`config.mk`:
```
export PLATFORM = sky130hd
export DESIGN_NAME = flag_alu
export DESIGN_NICKNAME = d
export VERILOG_FILES = /design/src/rtl/flag_alu_pkg.sv /design/src/rtl/flag_alu_arith.sv /design/src/rtl/flag_alu_logic.sv /design/src/rtl/flag_alu_sat.sv /design/src/rtl/flag_alu.sv
export SDC_FILE = /design/constraint.sdc
export NUM_CORES = 1
export LEC_CHECK = 0
export ABC_AREA = 1
export BUFFER_PORTS_ARGS = -buffer_cell sky130_fd_sc_hd__clkbuf_2
export CORE_MARGIN = 2
export CORE_UTILIZATION = 35
export DETAILED_ROUTE_END_ITERATION = 10
export PLACE_DENSITY = 0.56
export RECOVER_POWER = 100
export SYNTH_ARGS = -nofsm -noshare
export SYNTH_HDL_FRONTEND = slang
export SYNTH_SLANG_ARGS = --single-unit
```
`constraint.sdc`:
```
create_clock -name clk -period 1.3 [get_ports clk]
set_input_delay 0.26 -clock clk [delete_from_list [all_inputs] [get_ports clk]]
set_output_delay 0.26 -clock clk [all_outputs]
set_load 0.05 [all_outputs]
```
`src/rtl/flag_alu_pkg.sv`:
```
`timescale 1ns/1ps
package flag_alu_pkg;
  localparam int unsigned DATA_W = 32;

  typedef enum logic [3:0] {
    OP_ADD  = 4'd0,
    OP_ADC  = 4'd1,
    OP_SUB  = 4'd2,
    OP_SBC  = 4'd3,
    OP_RSB  = 4'd4,
    OP_RSC  = 4'd5,
    OP_AND  = 4'd6,
    OP_XOR  = 4'd7,
    OP_ORR  = 4'd8,
    OP_BIC  = 4'd9,
    OP_QADD = 4'd10,
    OP_QSUB = 4'd11
  } alu_op_e;

  typedef struct packed {
    logic n;
    logic z;
    logic c;
    logic v;
    logic q;
  } alu_flags_t;
endpackage

```
`src/rtl/flag_alu_arith.sv`:
```
`timescale 1ns/1ps
module flag_alu_arith
  import flag_alu_pkg::*;
#(
  parameter int unsigned W = DATA_W
) (
  input  logic [W-1:0] a,
  input  logic [W-1:0] b,
  input  logic [3:0]   op,
  input  logic         cin,
  output logic [W-1:0] res,
  output logic         c_out,
  output logic         v_out
);
  localparam int unsigned SW = W + 1;

  logic [W-1:0]  x_op;
  logic [W-1:0]  y_op;
  logic          c_in;
  logic [SW-1:0] sum;

  // One adder serves all six forms: subtraction adds the inverted operand.
  always_comb begin
    x_op = a;
    y_op = b;
    c_in = 1'b0;
    case (op)
      OP_ADD: begin x_op = a; y_op = b;  c_in = 1'b0; end
      OP_ADC: begin x_op = a; y_op = b;  c_in = cin;  end
      OP_SUB: begin x_op = a; y_op = ~b; c_in = 1'b1; end
      OP_SBC: begin x_op = a; y_op = ~b; c_in = cin;  end
      OP_RSB: begin x_op = b; y_op = ~a; c_in = 1'b1; end
      OP_RSC: begin x_op = b; y_op = ~a; c_in = cin;  end
      default: begin x_op = a; y_op = b; c_in = 1'b0; end
    endcase
  end

  assign sum   = {1'b0, x_op} + {1'b0, y_op} + SW'(c_in);
  assign res   = sum[W-1:0];
  assign c_out = sum[W];
  assign v_out = (x_op[W-1] == y_op[W-1]) && (res[W-1] != x_op[W-1]);
endmodule

```
`src/rtl/flag_alu_logic.sv`:
```
`timescale 1ns/1ps
module flag_alu_logic
  import flag_alu_pkg::*;
#(
  parameter int unsigned W = DATA_W
) (
  input  logic [W-1:0] a,
  input  logic [W-1:0] b,
  input  logic [3:0]   op,
  output logic [W-1:0] res
);
  always_comb begin
    case (op)
      OP_AND:  res = a & b;
      OP_XOR:  res = a ^ b;
      OP_ORR:  res = a | b;
      OP_BIC:  res = a & ~b;
      default: res = '0;
    endcase
  end
endmodule

```
`src/rtl/flag_alu_sat.sv`:
```
`timescale 1ns/1ps
module flag_alu_sat
  import flag_alu_pkg::*;
#(
  parameter int unsigned W = DATA_W
) (
  input  logic [W-1:0] a,
  input  logic [W-1:0] b,
  input  logic         do_sub,
  output logic [W-1:0] res,
  output logic         ovf
);
  localparam logic [W-1:0] MOST_NEG = {1'b1, {(W-1){1'b0}}};
  localparam logic [W-1:0] MOST_POS = {1'b0, {(W-1){1'b1}}};

  logic [W-1:0] raw;
  logic         same_sign;

  assign raw       = do_sub ? (a - b) : (a + b);
  assign same_sign = (a[W-1] == b[W-1]);
  assign ovf       = (raw[W-1] != a[W-1]) && (do_sub ? !same_sign : same_sign);
  assign res       = ovf ? (a[W-1] ? MOST_NEG : MOST_POS) : raw;
endmodule

```
`src/rtl/flag_alu.sv`:
```
`timescale 1ns/1ps
module flag_alu
  import flag_alu_pkg::*;
#(
  parameter int unsigned W = DATA_W
) (
  input  logic         clk,
  input  logic         rst_n,
  input  logic         in_valid,
  input  logic [3:0]   op,
  input  logic [W-1:0] opa,
  input  logic [W-1:0] opb,
  input  logic         set_flags,
  input  logic         flag_wr,
  input  logic [4:0]   flag_wdata,
  output logic [W-1:0] result,
  output logic         out_valid,
  output logic         flag_n,
  output logic         flag_z,
  output logic         flag_c,
  output logic         flag_v,
  output logic         flag_q
);
  localparam int unsigned SYNC_STAGES = 2;

  // Reset synchronizer: asserts asynchronously, releases on the clock.
  logic [SYNC_STAGES-1:0] rst_pipe;
  logic                   rst_sync_n;

  always_ff @(posedge clk or negedge rst_n) begin
    if (!rst_n) rst_pipe <= '0;
    else        rst_pipe <= {rst_pipe[SYNC_STAGES-2:0], 1'b1};
  end
  assign rst_sync_n = rst_pipe[SYNC_STAGES-1];

  // Operation units
  logic [W-1:0] arith_res, logic_res, sat_res;
  logic         arith_c, arith_v, sat_ovf;
  alu_flags_t   flags_q, flags_d;

  flag_alu_arith #(.W(W)) u_arith (
    .a(opa), .b(opb), .op(op), .cin(flags_q.c),
    .res(arith_res), .c_out(arith_c), .v_out(arith_v)
  );

  flag_alu_logic #(.W(W)) u_logic (
    .a(opa), .b(opb), .op(op), .res(logic_res)
  );

  flag_alu_sat #(.W(W)) u_sat (
    .a(opa), .b(opb), .do_sub(op == OP_QSUB), .res(sat_res), .ovf(sat_ovf)
  );

  // Next-state logic
  logic         is_arith, is_logic, is_sat;
  logic [W-1:0] res_d;
  logic         res_en, flag_en;

  assign is_arith = (op <= OP_RSC);
  assign is_logic = (op >= OP_AND) && (op <= OP_BIC);
  assign is_sat   = (op == OP_QADD) || (op == OP_QSUB);
  assign res_en   = in_valid;
  assign flag_en  = in_valid || flag_wr;

  always_comb begin
    if (is_arith)      res_d = arith_res;
    else if (is_logic) res_d = logic_res;
    else if (is_sat)   res_d = sat_res;
    else               res_d = '0;
  end

  always_comb begin
    flags_d = flags_q;
    if (in_valid) begin
      if (set_flags && (is_arith || is_logic)) begin
        flags_d.n = res_d[W-1];
        flags_d.z = (res_d == '0);
        if (is_arith) begin
          flags_d.c = arith_c;
          flags_d.v = arith_v;
        end
      end
      if (is_sat && sat_ovf) flags_d.q = 1'b1;
    end
    if (flag_wr) flags_d = alu_flags_t'(flag_wdata);
  end

  // Registers
  logic [W-1:0] res_q;
  logic         valid_q;

  always_ff @(posedge clk or negedge rst_sync_n) begin
    if (!rst_sync_n) begin
      res_q   <= '0;
      flags_q <= '0;
      valid_q <= 1'b0;
    end else begin
      if (res_en)  res_q   <= res_d;
      if (flag_en) flags_q <= flags_d;
      valid_q <= in_valid;
    end
  end

  assign result    = res_q;
  assign out_valid = valid_q;
  assign flag_n    = flags_q.n;
  assign flag_z    = flags_q.z;
  assign flag_c    = flags_q.c;
  assign flag_v    = flags_q.v;
  assign flag_q    = flags_q.q;
endmodule

```
==> impl_metrics.env <==
export IMPL_synth_edff_count=0
export IMPL_ys_ff_latch=40
export IMPL_die_area_mm2=0.02712
export IMPL_fp_row_count=58
export IMPL_insertion_delay_ns=0.28
export IMPL_startpoint_type="input port"
export IMPL_syn_nets=1700
export IMPL_rsz0062_at_grt="true"
export IMPL_max_slew_margin_rel_pct=27.75
export IMPL_drtPass1Iterations=5
export IMPL_synthTopCellsByArea="nand2_1 16%, ha_1 13%, dfrtp_1 11%"
export IMPL_yosysSeqAreaShare_pct=11.08
export IMPL_postRouteAntennaNets=0
export IMPL_multi_input_area_mm2=0.007873
export IMPL_drv_slew=0
export IMPL_worstPathArrival_ns=4.45
export IMPL_core_mm2=0.02525
export IMPL_initial_core_util_pct=35.78
export IMPL_port_buffers=115
export IMPL_fin_crit_ns=4.280
export IMPL_dp_hpwl_um=33480
export IMPL_async_flop_share_pct=100.0
export IMPL_drcViolationCount=0
export IMPL_grt_ovfl_total=0
export IMPL_synth_ff_type="dfrtp_1"
export IMPL_fin_ws_ns=-2.980
export IMPL_reg2reg_slack_ns=-1.91
export IMPL_syn_to_final_growth_pct=68.08
export IMPL_layout_area_seq_mm2=0.001002
export IMPL_maxCapViolations=0
export IMPL_vdd_drop_max_v=0.001011
export IMPL_required_ns=1.47
export IMPL_post_drt_wl_per_cell_um=16.72
export IMPL_cts_tree="yes"
export IMPL_cts_buffers=5
export IMPL_nets=2294
export IMPL_worst_clock_skew_ns=0.003418
export IMPL_num_io_pins=116
export IMPL_fmax_ghz=0.2337
export IMPL_routabilityCongestion=0.9822
export IMPL_wl_um=40940
export IMPL_die_y_um=164.7
export IMPL_fillers=2410
export IMPL_place_inst=2396
export IMPL_dr_first_iter_drc_count=989
export IMPL_dr_total_vias=12492
export IMPL_grt_pass1_vias=11754
export IMPL_worst_slew_pin_slew_ns=1.056
export IMPL_status="complete, but fails checks"
export IMPL_worst_hold_path_type="in -> reg"
export IMPL_crit_type="in -> reg"
export IMPL_cts_max_level=2
export IMPL_viasPerCell=5.103
export IMPL_finalHoldViolCount=0
export IMPL_grt_usage_pct=29.49
export IMPL_ys_top_cells_by_count="387 x nand2_1, 180 x inv_1, 158 x nor2_1, 112 x o21ai_0, 95 x ha_1"
export IMPL_yosys_cell_types_count=48
export IMPL_diodes=0
export IMPL_clkTransAtPathRegs_ns=0.05
export IMPL_cts_root_buf="clkbuf_16"
export IMPL_slowest_stage="ha_1"
export IMPL_syn_inst=1524
export IMPL_power_density_mw_per_mm2=796.9
export IMPL_synth_top_area_share_pct=16.08
export IMPL_cts_sinks=40
export IMPL_grt_antenna_before_repair=1
export IMPL_violations="setup timing"
export IMPL_drive_gt1_share_pct=39.85
export IMPL_p_leak_nw=8.170
export IMPL_final_core_util_pct=60.14
export IMPL_fin_cells=2448
export IMPL_worst_setup_path_end_kind="flip-flop"
export IMPL_syn_area_mm2=0.009036
export IMPL_grt_pass1_wl_um=62130
export IMPL_finalSetupViolations=37
export IMPL_die_width_um=164.7
export IMPL_yosysWarnings=0
export IMPL_ctsLongestPathBuffers=2
export IMPL_cp_common_cell="nand2_1"
export IMPL_period_share_pct=329.2
export IMPL_avgSynthCellArea_um2=5.929
export IMPL_grt_max_degree=46
export IMPL_synth_most_common_cell="nand2_1"
export IMPL_yosysTopAreaCell="nand2_1"
export IMPL_crit_fanout=7
export IMPL_cp_slowest_stage_delay_ns=0.33
[worst max-delay path, delay by kind of cell]
family	cells	cell delay (ns)
compound gates	4	0.88
fa+ha+maj	2	0.44
buf+inv	9	0.86
simple gates	23	1.82
xor+xnor	1	0.16
[registers in the layout, indices dropped and copies added (netlist names)]
| register | flops |
|---|---|
| out_valid | 1 |
| result | 32 |
| flag_z | 1 |
| flag_q | 1 |
| flag_c | 1 |
| rst_pipe | 2 |
| flag_v | 1 |
| flag_n | 1 |
[metal layers]
layer	GRT usage [%]	share of wire, %	up-vias	wire (um)
li1	-	-	6250	-
met3	3.340	8.3	60	3401
met2	46.61	44	479	17980
met1	42.25	46	5703	18640
met4	8.182	2.2	0	921
met5	0	0	-	0
[where the power goes]
group | internal [mW] | switching [mW]
clock network | 0.696 | 0.442
logic | 4.17 | 5.20
registers | 1.47 | 0.125
[repair_timing]
item,in CTS,in global routing
hold buffers,1,0
endpoints found under the setup margin,38,38
resized for setup,154,84
pin swaps,39,26
gates cloned,5,0
buffers inserted,29,17
hold endpoints to repair,2,0
[path summary, 6_finish.rpt]
path / start / endpoint / cells past startpoint
min in group asynchronous: rst_n / rst_pipe[0]$_DFF_PN0_ / 2
hold / removal: flag_wdata[1] / flag_v$_DFFE_PN0P_ / 3
max in group asynchronous: rst_pipe[1]$_DFF_PN0_ / flag_c$_DFFE_PN0P_ / 1
setup / recovery: opb[0] / flag_z$_DFFE_PN0P_ / 39
setup reg to reg: flag_c$_DFFE_PN0P_ / flag_z$_DFFE_PN0P_ / 21
hold reg to reg: rst_pipe[0]$_DFF_PN0_ / rst_pipe[1]$_DFF_PN0_ / 0
[placed cells by master (no fill, tap or decap), types with 8 or more instances in the layout]
| master | netlist | final |
|---|---|---|
| o21ai_0 | 112 | 80 |
| ha_1 | 95 | 89 |
| dfrtp_1 | 40 | 39 |
| a21o_1 | 12 | 12 |
| a211oi_1 | 22 | 22 |
| buf_4 | 1 | 472 |
| a21oi_1 | 88 | 69 |
| o21ai_2 | 0 | 24 |
| clkbuf_2 | 5 | 112 |
| nand2_1 | 387 | 339 |
| o22ai_1 | 35 | 34 |
| buf_6 | 4 | 32 |
| a21oi_2 | 2 | 20 |
| xor2_1 | 83 | 83 |
| nor2_4 | 3 | 8 |
| nor3_1 | 48 | 44 |
| nand2_2 | 10 | 49 |
| nand3_1 | 63 | 40 |
| inv_1 | 180 | 170 |
| o21ai_1 | 6 | 12 |
| buf_12 | 0 | 17 |
| nand3_2 | 2 | 22 |
| nor2_2 | 3 | 12 |
| a31oi_1 | 9 | 9 |
| nand2_4 | 0 | 9 |
| xnor2_1 | 16 | 16 |
| nand4_1 | 9 | 9 |
| nor2_1 | 158 | 144 |
| o21bai_1 | 41 | 34 |
[per-stage QoR]
stage / setup TNS (ns) / instance area [um^2] / hold WS (ns) / setup slack (ns) / total power, mW
floorplan: -79.67 / 9314 / -0.03559 / -2.498 / 5.853
global route: -110.66 / 15190 / 0.2074 / -3.310 / 12.90
detailed placement: -113.25 / 13730 / 0.04787 / -3.383 / 9.832
CTS: -98.66 / 14760 / 0.1858 / -2.940 / 11.65
global placement: -110.01 / 13730 / 0.04725 / -3.286 / 9.782
finish: -100.23 / 15190 / 0.1879 / -2.980 / 12.10
[cells by family (layout without fill, tap and decap cells)]
group                    Yosys count  in the layout  synth area share, %
AND/OR/NAND/NOR                  699            699                32.18
AO/OA/AOI/OAI                    347            347                22.67
buffers and inverters            240            834                10.62
XOR/XNOR                          99             99                9.596
adder cells (fa/ha/maj)           98             98                13.82
flip-flops                        40             40                11.08
other                              1              1              0.04150
[layout make-up]
type | instances | share of cell area, %
Sequential cell | 40 | 6.599
Clock inverter | 1 | 0.03295
Tap cell | 330 | 2.719
Multi-Input combinational cell | 1244 | 51.83
Timing Repair Buffer | 645 | 33.21
Inverter | 182 | 4.762
Clock buffer | 6 | 0.8485
Power figures use the tool's default switching activity.
